==> src/rtl/dmsi_pkg.sv <==
package dmsi_pkg;
  localparam int MSG_W   = 40;
  localparam int VEC_W   = 8;
  localparam int CPU_W   = 8;
  localparam int TAG_W   = 12;
  localparam int VEC_LSB = 4;
  localparam int CPU_LSB = 12;
  localparam int TAG_LSB = 28;
  localparam int NVEC    = 1 << VEC_W;

  typedef logic [MSG_W-1:0] msg_addr_t;
  typedef logic [VEC_W-1:0] vec_t;
  typedef logic [CPU_W-1:0] cpu_t;
  typedef logic [TAG_W-1:0] tag_t;

  function automatic msg_addr_t rebuild_addr(msg_addr_t base, msg_addr_t off);
    return base + off;
  endfunction

  function automatic vec_t vec_field(msg_addr_t a);
    return a[VEC_LSB +: VEC_W];
  endfunction

  function automatic cpu_t cpu_field(msg_addr_t a);
    return a[CPU_LSB +: CPU_W];
  endfunction

  function automatic tag_t tag_field(msg_addr_t a);
    return a[TAG_LSB +: TAG_W];
  endfunction

  function automatic logic [NVEC-1:0] vec_mask(vec_t v);
    return {{(NVEC-1){1'b0}}, 1'b1} << v;
  endfunction
endpackage

==> src/rtl/dmsi_decode.sv <==
module dmsi_decode
  import dmsi_pkg::*;
#(
  parameter int        N_CPU = 4,
  parameter int        OFF_W = 20,
  parameter msg_addr_t BASE  = 40'hFE_0000_0000
) (
  input  logic             bus_valid,
  input  logic             bus_we,
  input  logic [OFF_W-1:0] bus_addr,
  output logic             wr_fire,
  output logic             rd_fire,
  output logic             wr_drop,
  output logic [N_CPU-1:0] cpu_hit,
  output vec_t             hit_vec
);
  localparam tag_t WIN_TAG = tag_field(BASE);

  msg_addr_t msg_addr;
  cpu_t      cpu_idx;
  logic      tag_ok;
  logic      cpu_ok;
  logic      unused_addr_bits;

  assign msg_addr = rebuild_addr(BASE, {{(MSG_W-OFF_W){1'b0}}, bus_addr});
  assign cpu_idx  = cpu_field(msg_addr);
  assign hit_vec  = vec_field(msg_addr);
  assign tag_ok   = (tag_field(msg_addr) == WIN_TAG);
  assign cpu_ok   = ({24'd0, cpu_idx} < 32'(N_CPU));
  assign unused_addr_bits = ^{msg_addr[TAG_LSB-1:CPU_LSB+CPU_W], msg_addr[VEC_LSB-1:0]};

  assign wr_fire = bus_valid && bus_we;
  assign rd_fire = bus_valid && !bus_we;
  assign wr_drop = wr_fire && !(tag_ok && cpu_ok);

  for (genvar c = 0; c < N_CPU; c++) begin : g_hit
    assign cpu_hit[c] = wr_fire && tag_ok && (cpu_idx == CPU_W'(c));
  end
endmodule

==> src/rtl/dmsi_pend.sv <==
module dmsi_pend
  import dmsi_pkg::*;
(
  input  logic            clk,
  input  logic            rst,
  input  logic            set_en,
  input  vec_t            set_vec,
  input  logic            clr_en,
  input  vec_t            clr_vec,
  output logic [NVEC-1:0] pend_o,
  output logic            irq_o
);
  logic [NVEC-1:0] pend_q;
  logic [NVEC-1:0] set_mask;
  logic [NVEC-1:0] clr_mask;
  logic            collide;

  assign set_mask = set_en ? vec_mask(set_vec) : '0;
  assign clr_mask = clr_en ? vec_mask(clr_vec) : '0;
  assign collide  = set_en && clr_en && (set_vec == clr_vec);

  always_ff @(posedge clk) begin
    if (rst) pend_q <= '0;
    else     pend_q <= (pend_q & ~clr_mask) | set_mask;
  end

  assign pend_o = pend_q;
  assign irq_o  = |pend_q;

  assert_set_lands_R1: assert property (@(posedge clk) disable iff (rst)
    set_en |=> pend_q[$past(set_vec)]);

  assert_clear_lands_R7: assert property (@(posedge clk) disable iff (rst)
    (clr_en && !collide) |=> !pend_q[$past(clr_vec)]);

  assert_set_wins_R8: assert property (@(posedge clk) disable iff (rst)
    collide |=> pend_q[$past(set_vec)]);

  assert_irq_drop_cause_R6: assert property (@(posedge clk)
    $fell(irq_o) |-> ($past(clr_en) || $past(rst)));
endmodule

==> src/rtl/dmsi_ctrl.sv <==
module dmsi_ctrl
  import dmsi_pkg::*;
#(
  parameter int        N_CPU  = 4,
  parameter int        OFF_W  = 20,
  parameter int        DATA_W = 32,
  parameter msg_addr_t BASE   = 40'hFE_0000_0000
) (
  input  logic                    clk,
  input  logic                    rst,
  input  logic                    bus_valid,
  input  logic                    bus_we,
  input  logic [OFF_W-1:0]        bus_addr,
  input  logic [DATA_W-1:0]       bus_wdata,
  output logic                    bus_rvalid,
  output logic [DATA_W-1:0]       bus_rdata,
  input  logic [N_CPU-1:0]        clr_valid,
  input  logic [N_CPU*VEC_W-1:0]  clr_vec,
  output logic [N_CPU*NVEC-1:0]   pend_o,
  output logic [N_CPU-1:0]        irq_o
);
  logic             wr_fire;
  logic             rd_fire;
  logic             wr_drop;
  logic [N_CPU-1:0] cpu_hit;
  vec_t             hit_vec;
  logic             rvalid_q;
  logic             unused_payload;

  assign unused_payload = ^bus_wdata;

  dmsi_decode #(.N_CPU(N_CPU), .OFF_W(OFF_W), .BASE(BASE)) u_decode (
    .bus_valid (bus_valid),
    .bus_we    (bus_we),
    .bus_addr  (bus_addr),
    .wr_fire   (wr_fire),
    .rd_fire   (rd_fire),
    .wr_drop   (wr_drop),
    .cpu_hit   (cpu_hit),
    .hit_vec   (hit_vec)
  );

  for (genvar c = 0; c < N_CPU; c++) begin : g_cpu
    dmsi_pend u_pend (
      .clk     (clk),
      .rst     (rst),
      .set_en  (cpu_hit[c]),
      .set_vec (hit_vec),
      .clr_en  (clr_valid[c]),
      .clr_vec (clr_vec[c*VEC_W +: VEC_W]),
      .pend_o  (pend_o[c*NVEC +: NVEC]),
      .irq_o   (irq_o[c])
    );
  end

  always_ff @(posedge clk) begin
    if (rst) rvalid_q <= 1'b0;
    else     rvalid_q <= rd_fire;
  end

  assign bus_rvalid = rvalid_q;
  assign bus_rdata  = '0;

  assert_one_target_R2: assert property (@(posedge clk) disable iff (rst)
    $onehot0(cpu_hit));

  assert_drop_no_target_R5: assert property (@(posedge clk) disable iff (rst)
    wr_drop |-> (cpu_hit == '0));

  assert_read_reply_R4: assert property (@(posedge clk) disable iff (rst)
    rd_fire |=> (bus_rvalid && (bus_rdata == '0)));

  assert_read_no_set_R4: assert property (@(posedge clk) disable iff (rst)
    rd_fire |-> (cpu_hit == '0));

  assert_reset_quiet_R9: assert property (@(posedge clk)
    $past(rst) |-> ((irq_o == '0) && !bus_rvalid));
endmodule

==> config.mk <==
export PLATFORM = sky130hd
export DESIGN_NAME = dmsi_ctrl
export DESIGN_NICKNAME = d
export VERILOG_FILES = /design/src/rtl/dmsi_pkg.sv /design/src/rtl/dmsi_decode.sv /design/src/rtl/dmsi_pend.sv /design/src/rtl/dmsi_ctrl.sv
export SDC_FILE = /design/constraint.sdc
export NUM_CORES = 2
export LEC_CHECK = 0
export ABC_AREA = 1
export BUFFER_PORTS_ARGS = -buffer_cell sky130_fd_sc_hd__buf_2
export CORE_AREA = 2 2 444 446
export CTS_CLUSTER_SIZE = 20
export DETAILED_ROUTE_END_ITERATION = 8
export DIE_AREA = 0 0 446 448
export PLACE_DENSITY = 0.48
export SKIP_LAST_GASP = 1
export SLEW_MARGIN = 20
export SYNTH_ARGS = -nofsm -noshare
export SYNTH_HDL_FRONTEND = slang
export SYNTH_HIERARCHICAL = 1
export SYNTH_SLANG_ARGS = --single-unit
==> constraint.sdc <==
create_clock -name clk -period 1.6 [get_ports clk]
set_input_delay 0.16 -clock clk [delete_from_list [all_inputs] [get_ports clk]]
set_output_delay 0.16 -clock clk [all_outputs]
set_load 0.01 [all_outputs]
; Word level (Yosys, flattened, before mapping)
; Cells that the tools add are included.
[totals]
regBits = 1025
in_bits = 92
out_inout_bits = 1061
[classes]
n_addsub = 1
n_eq_ne = 4
shifts = 5
mux = 8
n_bitwise = 12
n_reduce_logical = 13
[op_table]
columns = op, n
row1 = $mux W256, 8
row2 = $shl A1 B8 Y256 const A, 5
row3 = $and A256 B256 Y256, 4
row4 = $not A256 Y256, 4
row5 = $or A256 B256 Y256, 4
row6 = $reduce_or A256 Y1, 4
row7 = $add A34 B21 Y35 const A, 1
row8 = $eq A8 B2 Y1 const B, 2
row9 = $eq A12 B12 Y1 const B, 1
row10 = $eq A8 B1 Y1 const B, 1
row11 = $logic_not A8 Y1, 1
row12 = $logic_and A1 B1 Y1, 7
row13 = $logic_not A1 Y1, 1

; Logic depth before layout (Yosys ltp)
[logic_depth]
word_depth = 6
ltp_mapped = 10
ltp_nobuf = 8

; Modules after synthesis
; The synthesis kept the hierarchy.
[modules_own_cells]
columns = module, instances, cells_per_inst, area_per_inst_um2, seq_area_each_um2
row1 = dmsi_pend, 4, 1998, 12736.0, 5124.9
row2 = dmsi_ctrl, 1, 36, 274.0, 20.0
row3 = dmsi_decode, 1, 28, 141.4, 0.0

; Worst setup path after synthesis
; No wires, ideal clock.
[synth_path]
path_type = input-to-reg
startpoint = input bus_addr[15]
endpoint = register g_cpu[0].u_pend.pend_q[217]
setup_ns = 0.070
arrival_time_ns = 1.416
t_required_ns = 1.530
setup_slack_ns = 0.113
cell_stages = 9
path_buffers = 2
path_cell_list = nor2_1 nand3_1 nor2_1 nand2_1 inv_1 clkbuf_1 clkbuf_1 nand4_1 a21oi_1
[synth_via]
elab_chain_cells = 6
word_cells_on_any_way = 7
[synth_lines]
columns = item, line_no
row1 = from (decl), dmsi_ctrl.sv:13  ; input logic [OFF_W-1:0] bus_addr,
row2 = $add A34 B21 Y35 *, dmsi_pkg.sv:17  ; return base + off;
row3 = $eq A12 B12 Y1, dmsi_decode.sv:28  ; assign tag_ok = (tag_field(msg_addr) == WIN_TAG);
row4 = $logic_and A1 B1 Y1, dmsi_decode.sv:37  ; assign cpu_hit[c] = wr_fire && tag_ok && (cpu_idx == CPU_W'(c));
row5 = $logic_and A1 B1 Y1 *, dmsi_decode.sv:37
row6 = named net cpu_hit[0], dmsi_ctrl.sv:25  ; logic [N_CPU-1:0] cpu_hit;
row7 = $mux W256 *, dmsi_pend.sv:18  ; assign set_mask = set_en ? vec_mask(set_vec) : '0;
row8 = $or A256 B256 Y256 *, dmsi_pend.sv:24  ; else pend_q <= (pend_q & ~clr_mask) | set_mask;
row9 = to (signal assigned), dmsi_pend.sv:24
row10 = to (decl), dmsi_pend.sv:13  ; logic [NVEC-1:0] pend_q;
; Mark *: on every way through the listed nets, which the timed path passes. The rest lies on a longest branch.
; A chain may end at the register's enable or synchronous reset.

; Worst setup path after layout
[layout_path]
startpoint = register g_cpu[0].u_pend.pend_q[30]
endpoint = output irq_o[0]
[layout_via]
elab_chain_cells = 1
[layout_lines]
columns = item, line_no
row1 = $reduce_or A256 Y1, dmsi_pend.sv:28  ; assign irq_o = |pend_q;
row2 = to (decl), dmsi_ctrl.sv:20  ; output logic [N_CPU-1:0] irq_o
; Every way passes these cells.

==> run summary <==
Largest net degree at the start of global routing: 129
Routed length on met1: 129000 um
CP max stage delay: 0.31 ns
Crit-path cells: nor2_1 -> nand2_1 -> nor2_1 -> nand2_1 -> nor2_2 -> nand2_1 -> nor2_1 -> nand2_1 -> buf_2
Comb pwr share: 0.077
Crit Path Max Fanout: 2
Via density: 5.38
Critical setup path kind: reg2out
Total congestion overflow: 0
CTS Buf Count: 131
Switching power: 0.0160 W
Fin crit share: 1.55
Core area: 195000 sq um
Commonest non-fill, non-tap cell in the layout: nand2_1
Die Area: 200000 sq um
Hold Fails Final Rpt: 0
Clk network pwr share: 0.500
Total I/O pin count: 1153
# setup viols final: 5
Final Non-Filler Cells: 12700
Worst r2r path cells: 4
Via count: 68400
Worst Hold End: g_cpu[1].u_pend/pend_o[255]
Max-Cap Viols: 0
Headroom to the max-slew limit: 0.348
Clock Sinks: 1025
Required time of the critical path: 1.44 ns
Final Max Slew Viols: 0
Root buffer cell: clkbuf_16
CP most frequent cell: nand2_1
Clock Pin Slew Worst Setup and Hold Paths: 0.06 ns
Die width: 446 um
Buffers added on ports: 1084
Hold WC Path Type: in2reg
Vias in the first global route: 63400
Worst-case vdd ir drop: 0.957 mV
Highest metal used: met5
Drt wl/cell: 25.2 um
Layout cells sized above 1: 0.332
# DRC: 0
Gpl congestion: 0.963
Power share of the sequential group: 0.423
Worst r2r src: g_cpu[2].u_pend/pend_o[3]
Leakage: 32.6 nW
P&R area growth vs syn: 51.8%
Worst-Skew Late Latency: 0.80 ns
Slew @ Worst Pin: 0.971 ns
Internal: 0.0443 W
Placed cells: 12500
Drt initial violations: 7446
Crit start category: register
Fillcell total: 20700
Post-detail-place hpwl: 244000 um
Setup ws final: -0.881 ns
Most frequent cells in the layout: nand2_1 (2226), buf_4 (1201), nor2_1 (1189)
First-pass GRT wire length: 450000 um
H-tree Lvls: 4
Post-layout net count: 10200
Die Ht: 448 um
Drt first pass iters: 8
Clock tree from TritonCTS: done
Overall Global Routing Usage: 0.303
Fin Hold WS: 0.0743 ns
Total power: 0.0603 W
Starting Density: 0.264
Final min period: 2.48 ns
FP Rows: 162
Footprint of the multi-input gates: 28600 sq um
Sequential cell area: 21000 sq um
Hold depth: 5
ANT nets after route: 0
Synth Area per Inst: 6.38 sq um
Mapped Area: 51400 sq um
DR WL met2: 145000 um
RSZ-0062 raised after global routing: true
Worst R2R Setup Slack: 0.75 ns
Post-layout util: 0.401
Worst flop-to-flop path endpoint: g_cpu[2].u_pend/pend_o[3]
Worst setup EP type: output port
Cells after synthesis: 8054
Initial antenna violation count: 11
Sw frac: 0.266
Failing checks: setup timing
CP max stage cell: dfxtp_1
Status: complete, but fails checks
Met3 Routed Length: 23800 um
Clock Path Buffers: 3
Final WL: 321000 um
Maximum operating frequency: 403 MHz
Clk_skew: 0 ns
Synth warnings: 6
Crit path DAT: 2.32 ns
PwrDens: 774 nW/um^2
Hold Path Origin: clr_vec[13]
==> stage by stage <==
stage | setup slack [ns] | TNS (ns) | instance area [sq um]
finish | -0.881 | -3.16 | 78000
global placement | -0.673 | -413.94 | 70100
floorplan | 0.138 | 0 | 51500
global route | -0.891 | -3.92 | 78000
CTS | -0.848 | -4.17 | 76900
detailed placement | -0.663 | -426.95 | 70100
==> state kept, by name (all words and copies together), names as in the netlist <==
signal / count
bus_rvalid: 1
g_cpu.u_pend/pend_o: 1024
==> power groups by stage <==
stage	logic, W	clock network, W	registers [W]
CTS	0.00454	0.0306	0.0255
detailed placement	0.00449	0	0.0261
global route	0.00485	0.0315	0.0255
floorplan	0.00228	0	0.0261
global placement	0.00451	0	0.0261
finish	0.00468	0.0302	0.0255
==> critical path: cells and delay by family, from the launching register on <==
family / cells / cell delay, ns
AND/OR/NAND/NOR: 8 / 1.04
buffers and inverters: 1 / 0.16
flip-flops: 1 / 0.31
==> layout make-up <==
| class | instances | area share |
|---|---|---|
| diodes | 8 | 0.000257 |
| clock buffers | 199 | 0.0510 |
| clock inverters | 28 | 0.00396 |
| inverters | 77 | 0.00401 |
| multi-input cells | 6259 | 0.367 |
| flip-flops and latches | 1025 | 0.269 |
| well taps | 2542 | 0.0408 |
| repair buffers | 2569 | 0.264 |
==> routing by layer <==
metal,vias to the layer above,track usage
met5,-,0
met3,617,0.0436
met2,3615,0.478
met4,6,0.184
met1,33000,0.392
li1,31100,-
==> worst max path at each step <==
stage / startpoint / to / cells after the start / slack [ns]
after global routing: g_cpu[0].u_pend/pend_o[90] / irq_o[0] / 11 / -0.89
after CTS: g_cpu[0].u_pend/pend_o[94] / irq_o[0] / 11 / -0.85
after floorplan: bus_addr[15] / g_cpu[0].u_pend/pend_o[217] / 9 / 0.14
after detailed placement: bus_addr[17] / g_cpu[0].u_pend/pend_o[162] / 11 / -0.66
final: g_cpu[0].u_pend/pend_o[30] / irq_o[0] / 9 / -0.88
after global placement: bus_addr[17] / g_cpu[0].u_pend/pend_o[185] / 11 / -0.67
==> what timing repair did <==
item | CTS | global route
hold endpoints to repair | 425 | 0
hold buffers | 23 | 0
pin swaps | 80 | 86
endpoints found under the setup margin | 306 | 271
setup buffers | 3 | 8
resized for setup | 741 | 409
Note: power is estimated with default switching activity, not from simulation.
